$ cat config.mk
export PLATFORM = sky130hd
export DESIGN_NAME = rsv_monitor
export DESIGN_NICKNAME = d
export VERILOG_FILES = /design/src/rtl/rsvmon_pkg.sv /design/src/rtl/rsv_track.sv /design/src/rtl/rsv_judge.sv /design/src/rtl/rsv_monitor.sv
export SDC_FILE = /design/constraint.sdc
export NUM_CORES = 1
export LEC_CHECK = 0
export BUFFER_PORTS_ARGS = -buffer_cell sky130_fd_sc_hd__buf_4
export CAP_MARGIN = 20
export CELL_PAD_IN_SITES_DETAIL_PLACEMENT = 0
export CELL_PAD_IN_SITES_GLOBAL_PLACEMENT = 1
export CORE_MARGIN = 2
export CORE_UTILIZATION = 41
export CTS_BUF_LIST = sky130_fd_sc_hd__clkbuf_8
export DETAILED_ROUTE_END_ITERATION = 10
export MAX_ROUTING_LAYER = met4
export PLACE_DENSITY_LB_ADDON = 0.1
export SLEW_MARGIN = 20
export SYNTH_ARGS = -nofsm -noshare
export SYNTH_HDL_FRONTEND = slang
export SYNTH_HIERARCHICAL = 1
export SYNTH_SLANG_ARGS = --single-unit
$ cat constraint.sdc
create_clock -name clk -period 2.1 [get_ports clk]
set_input_delay 0.42 -clock clk [delete_from_list [all_inputs] [get_ports clk]]
set_output_delay 0.42 -clock clk [all_outputs]
set_load 0.02 [all_outputs]
$ cat src/rtl/rsvmon_pkg.sv
package rsvmon_pkg;
   localparam int unsigned RES_W      = 4;
   localparam int unsigned RES_OK_BIT = 1;
   localparam int unsigned RES_SO_BIT = 0;

   function automatic logic [RES_W-1:0] make_result(input logic ok, input logic so);
      logic [RES_W-1:0] r;
      r             = '0;
      r[RES_OK_BIT] = ok;
      r[RES_SO_BIT] = so;
      return r;
   endfunction
endpackage

$ cat src/rtl/rsv_track.sv
module rsv_track #(
   parameter int unsigned ADDR_W     = 32,
   parameter int unsigned WORD_BYTES = 4,
   parameter int unsigned LEN_W      = $clog2(WORD_BYTES) + 1
) (
   input  logic              clk,
   input  logic              rst_n,
   input  logic              take,
   input  logic              drop,
   input  logic [ADDR_W-1:0] addr_in,
   output logic              held,
   output logic [LEN_W-1:0]  held_len,
   output logic [ADDR_W-1:0] held_addr
);
   always_ff @(posedge clk) begin
      if (!rst_n) begin
         held      <= 1'b0;
         held_len  <= '0;
         held_addr <= '0;
      end else if (drop) begin
         held      <= 1'b0;
      end else if (take) begin
         held      <= 1'b1;
         held_len  <= LEN_W'(WORD_BYTES);
         held_addr <= addr_in;
      end
   end
endmodule

$ cat src/rtl/rsv_judge.sv
module rsv_judge #(
   parameter int unsigned ADDR_W      = 32,
   parameter int unsigned WORD_BYTES  = 4,
   parameter int unsigned LEN_W       = $clog2(WORD_BYTES) + 1,
   parameter bit          ALIGN_CHECK = 1'b1
) (
   input  logic              strobe,
   input  logic              held,
   input  logic [LEN_W-1:0]  held_len,
   input  logic [ADDR_W-1:0] held_addr,
   input  logic [ADDR_W-1:0] addr_in,
   output logic              pass
);
   localparam int unsigned OFF_W = $clog2(WORD_BYTES);

   logic aligned;
   logic len_ok;
   logic addr_eq;

   generate
      if (ALIGN_CHECK && OFF_W > 0) begin : g_align
         assign aligned = (addr_in[OFF_W-1:0] == '0);
      end else begin : g_noalign
         assign aligned = 1'b1;
      end
   endgenerate

   assign len_ok  = (held_len == LEN_W'(WORD_BYTES));
   assign addr_eq = (held_addr == addr_in);
   assign pass    = strobe && held && len_ok && addr_eq && aligned;
endmodule

$ cat src/rtl/rsv_monitor.sv
module rsv_monitor #(
   parameter int unsigned ADDR_W      = 32,
   parameter int unsigned WORD_BYTES  = 4,
   parameter bit          ALIGN_CHECK = 1'b1
) (
   input  logic              clk,
   input  logic              rst_n,
   input  logic              rsv_load,
   input  logic              cond_store,
   input  logic              rsv_clear,
   input  logic [ADDR_W-1:0] eff_addr,
   input  logic              sum_ovf,
   output logic              mem_wr_en,
   output logic [3:0]        cond_field
);
   import rsvmon_pkg::*;

   localparam int unsigned LEN_W = $clog2(WORD_BYTES) + 1;

   generate
      if (WORD_BYTES == 0 || (WORD_BYTES & (WORD_BYTES - 1)) != 0) begin : g_bad_word
         $error("rsv_monitor: WORD_BYTES must be a power of two");
      end
      if (ADDR_W <= $clog2(WORD_BYTES)) begin : g_bad_addr
         $error("rsv_monitor: ADDR_W too small for WORD_BYTES");
      end
      if (RES_W != 4) begin : g_bad_res
         $error("rsv_monitor: result field must be 4 bits");
      end
   endgenerate

   logic              held;
   logic [LEN_W-1:0]  held_len;
   logic [ADDR_W-1:0] held_addr;
   logic              pass;

   rsv_judge #(
      .ADDR_W(ADDR_W), .WORD_BYTES(WORD_BYTES), .LEN_W(LEN_W), .ALIGN_CHECK(ALIGN_CHECK)
   ) judge_i (
      .strobe(cond_store), .held(held), .held_len(held_len),
      .held_addr(held_addr), .addr_in(eff_addr), .pass(pass)
   );

   rsv_track #(
      .ADDR_W(ADDR_W), .WORD_BYTES(WORD_BYTES), .LEN_W(LEN_W)
   ) track_i (
      .clk(clk), .rst_n(rst_n), .take(rsv_load),
      .drop(rsv_clear | cond_store), .addr_in(eff_addr),
      .held(held), .held_len(held_len), .held_addr(held_addr)
   );

   assign mem_wr_en  = pass;
   assign cond_field = cond_store ? make_result(pass, sum_ovf) : '0;
endmodule

== Word level (Yosys, flattened, before mapping) ==
Index checks and enable logic that the tools add are counted.
W data, S select, Z words.
Word-level totals
  bits in registers: 34
  input port bits: 38
  logic and storage cells: 15
Cells by class
  eq/ne operators: 1
  muxes and demuxes: 1
  bitwise operators: 3
  reduce and logical (&&, ||, !) cells: 7
Operators with widths (number)
  $eq A32 B32 Y1: 1
  $logic_and A1 B1 Y1: 4
  $logic_not A2 Y1: 1
  $mux W2: 1
  $not A1 Y1: 2
  $reduce_and A2 Y1: 1
  $reduce_or A2 Y1: 1
  $or A1 B1 Y1: 1

== Longest topological paths before layout ==
  word-level depth: 5
  depth in mapped cells: 6
  gate-level depth less buffers: 5

== Hierarchy ==
The synthesis kept the hierarchy.
Modules (own cells, without submodules)
  rsv_track: times used 1, cells each 148, area an instance 1401.3 µm², sequential area each 680.7 µm²
  rsv_judge: times used 1, cells each 45, area an instance 362.8 µm², sequential area each 0.0 µm²
  rsv_monitor: times used 1, cells each 6, area an instance 40.0 µm², sequential area each 0.0 µm²

== Least setup slack after synthesis ==
No wires, ideal clock.
  path kind: input port to output port
  start: input eff_addr[0]
  end: output cond_field[1]
  arrival time: 1705 ps
  data required time: 1680 ps
  path slack: -25 ps
  stages: 5
  buffers on the path: 0
  cell sequence: or4_1 > nor2_1 > nand4_1 > nor3_2 > and2_2
On the way
  longest elaborated chain between the ends: 4
RTL lines
  start: declaration: RTL line rsv_monitor.sv:11  | input logic [ADDR_W-1:0] eff_addr,
  $eq A32 B32 Y1: RTL line rsv_judge.sv:29  | assign addr_eq = (held_addr == addr_in);
  $logic_and A1 B1 Y1: RTL line rsv_judge.sv:30  | assign pass = strobe && held && len_ok && addr_eq && aligned;
  $logic_and A1 B1 Y1 *: RTL line rsv_judge.sv:30
  named net mem_wr_en: RTL line rsv_monitor.sv:13  | output logic mem_wr_en,
  $mux W2 *: RTL line rsv_monitor.sv:53  | assign cond_field = cond_store ? make_result(pass, sum_ovf) : '0;
  end: declaration: RTL line rsv_monitor.sv:14  | output logic [3:0] cond_field
Mark *: on every way through the listed nets, which the timed path passes. The rest lies on a longest branch.

== Worst setup path after layout ==
  start: register track_i.held_addr[0]
  end: output cond_field[1]
On the way
  longest elaborated chain between the ends: 4
RTL lines
  start: declaration: RTL line rsv_track.sv:13  | output logic [ADDR_W-1:0] held_addr
  start signal: assignment: RTL line rsv_track.sv:25  | held_addr <= addr_in;
  $eq A32 B32 Y1: RTL line rsv_judge.sv:29
  $logic_and A1 B1 Y1 (2 in series): RTL line rsv_judge.sv:30
  $mux W2: RTL line rsv_monitor.sv:53
No other way between the ends.

==> summary.txt <==
Outcome
  – Outcome: complete, but fails checks
  – Failing checks: negative setup slack

Timing
  – Max Freq: approximately 450 MHz
  – Endpoints failing setup: 2
  – Max Clock Skew: 0 ns
  – Tcrit/Tclk final: 105.8%
  – Relative slew margins: 59.26%
  – Slew Limit Fails: 0
  – Post-layout min period: roughly 2.2 ns
  – Post-route setup slack: -0.1209 ns
  – Unrepaired setup endpoints after global routing: true
  – Worst Max-Slew Pin Slew: 0.6112 ns
  – Final Hold Fails: 0

Floorplanning
  – Core ar.: 0.004294 sq mm
  – # IOs: 43
  – Rows: 24
  – Initial Utilization: 42.02%
  – Die height: 70.34 microns
  – Die area: 0.004947 sq mm
  – Die X: 70.34 microns

Place
  – Input/output buffers: 40
  – Setup Slack @ Placement: -0.1846 ns
  – Routability congestion estimate: about 0.8
  – Post-DP HPWL: 2518 microns

Logic synthesis
  – Yosys Warn Count: 6
  – Sequential area share after synthesis: a little under two fifths
  – Async SR Flop Fraction: 0%
  – Yosys reg bits: 34
  – Post-Syn Area: 0.001804 sq mm
  – Post-Syn Instances: between 150 and 200
  – Syn Area/Cell: 9.066 sq um
  – Ys flop type: dfxtp_1
  – Number of flops mapped to enable cells by yosys: 0
  – Synth area leader: dfxtp_1
  – Top cells by area, synth: dfxtp_1, mux2i_1, xor2_1
  – Yosys cell types: 23
  – Top-area cell type share of the netlist area: 37.73%

Worst setup path
  – Worst Reg2Reg Path Length in Cells: 2
  – R2R setup slack: 1.47 ns
  – Largest fanout on the critical path: 2
  – Kind of critical path: reg2out
  – Worst setup EP type: output port
  – Req. time, crit path: 1.68 ns
  – Crit start category: flip-flop
  – WP data arrival: 1.80 ns

Final layout
  – Final core area utilization: 51.25%
  – Final nets: 276
  – # diodes: 0
  – Area growth from synthesis to layout: 21.98%
  – Fraction of layout cells with a size suffix above 1: 25.21%

Clocking
  – Post-CTS setup buffers: 0
  – Number of buffers created by CTS: 5
  – H-tree levels: 2
  – CTS Hold Bufs: 0
  – Reg clk slew, reported paths: roughly 0.060 ns
  – CTS sink cnt: 34
  – CTS tree: done
  – Clock root buffer master: clkbuf_8
  – Clk Latency, worst-skew pair: 0.28 ns
  – Clock Tree Buf Depth: 2

Global routing
  – Vias in the first global route: 1,377
  – Initial antenna violation count: 0
  – First-pass GRT wire length: 5934 microns
  – Largest net degree at the start of global routing: 67
  – Grt ovf: 0
  – GR Util All Layers: 15.47%

Routing
  – Vias per inst: around 4.7
  – Vias post-DR: 1,366
  – Final ANT Viol Nets: 0
  – Routed Wire Length: 3522 microns
  – DRC viols: 0
  – Drt first pass iters: 2
  – Drt first-iter violations: 47
  – DR WL/cell: 12.14 microns

Power and ir drop
  – Pwr/cell area: 600.0 mW/mm^2
  – Worst VDD drop: 0.3019 mV
  – Leakage power: approximately 0.95 nW

Hold path
  – WHS Path Cells: 3
  – Worst Hold Class: in2reg

Job
  – Max-cap violations: 0
[cells in the mapped netlist, types with 2 or more instances]
| library cell | count |
|---|---|
| xnor2_1 | 3 |
| xor2_1 | 28 |
| clkbuf_1 | 2 |
| nand4_1 | 2 |
| dfxtp_1 | 34 |
| nor2_1 | 2 |
| buf_4 | 6 |
| buf_2 | 3 |
| mux2i_1 | 32 |
| and2_2 | 2 |
| conb_1 | 2 |
| buf_12 | 3 |
| nor4_1 | 7 |
| nand2_1 | 64 |
[path summary, 6_finish.rpt]
kind | start | endpoint
worst max-delay path | track_i/held_addr[0] | cond_field[1]
worst min register to register | track_i/held_addr[11] | track_i/held_addr[11]
worst max register to register | track_i/held_addr[31] | track_i/held_addr[31]
worst min-delay path | eff_addr[14] | track_i/held_addr[14]
[sequential cells by signal (all words and copies together), names as in the netlist]
register	flops
track_i/held_len	1
track_i/held_addr	32
track_i/held	1
[power breakdown]
part / total (W) / internal [W] / leakage [nW] / switching [W]
Clock: 0.000432 / 0.000218 / 0.0466 / 0.000214
Combinational: 0.000206 / 0.000106 / 0.629 / 0.000100
Sequential: 0.000682 / 0.000668 / 0.277 / 0.0000140
Total: 0.00132 / 0.000992 / 0.952 / 0.000329
[timing repair]
item / in CTS / in global routing
endpoints found under the setup margin: 2 / 2
gates resized for setup: 5 / 2
pin swaps: 4 / 1
[final cells by class]
type                    instances  area [sq um]
fillers                       432          2093
repair buffers                 45         354.1
clock buffers                   5         68.82
clock inverters                 2         7.507
well taps                      52         65.06
multi-input cells             152          1023
flip-flops and latches         34         681.9
[layout by cell type (no fill, tap or decap), drive strengths merged, types with 2 or more instances in the layout]
cell type,netlist,layout
nor2,2,2
buf,13,45
xnor2,3,3
xor2,28,28
inv,0,2
mux2i,32,32
nand4,2,2
and2,2,2
dfxtp,34,34
nor4,7,7
conb,2,4
clkbuf,2,5
nand2,64,64
[cells by family (layout without fill, tap and decap cells)]
kind of cell | Yosys count | in the layout | share of synthesized area [%]
AND/OR/NAND/NOR | 84 | 84 | 20.94
other | 2 | 4 | 0.4162
AO/OA/AOI/OAI | 1 | 1 | 0.4162
XOR/XNOR | 31 | 31 | 15.05
flip-flops | 34 | 34 | 37.73
buffers and inverters | 15 | 52 | 7.697
multiplexers | 32 | 32 | 17.75
[through the flow]
| stage | setup TNS [ns] | area, sq um | total power, W | hold slack (ns) | instances |
|---|---|---|---|---|---|
| after CTS | -0.2955 | 2192 | 0.001346 | 0.3933 | 290 |
| after floorplan | 0 | 1818 | 0.0008213 | 0.4313 | 201 |
| after detailed placement | -0.3297 | 2095 | 0.0008988 | 0.4554 | 283 |
| after global routing | -0.3641 | 2201 | 0.001392 | 0.3957 | 290 |
| final | -0.1865 | 2201 | 0.001321 | 0.4047 | 290 |
| after global placement | -0.2859 | 2095 | 0.0008925 | 0.4387 | 283 |
[worst max-delay path: stages (launching register included)]
cell     delay [ns]
dfxtp_1        0.31
or4_4          0.52
nor2_2         0.10
nand4_1        0.14
nor3_4         0.16
and2_2         0.16
buf_4          0.13
[metal layers]
layer / GRT usage, % / part of all wire, %
met4: 5.769 / 0.34
met5: - / 0
met1: 17.90 / 45
met3: 3.752 / 4.9
met2: 25.89 / 49
No activity file was read; power rests on OpenSTA's default activity.
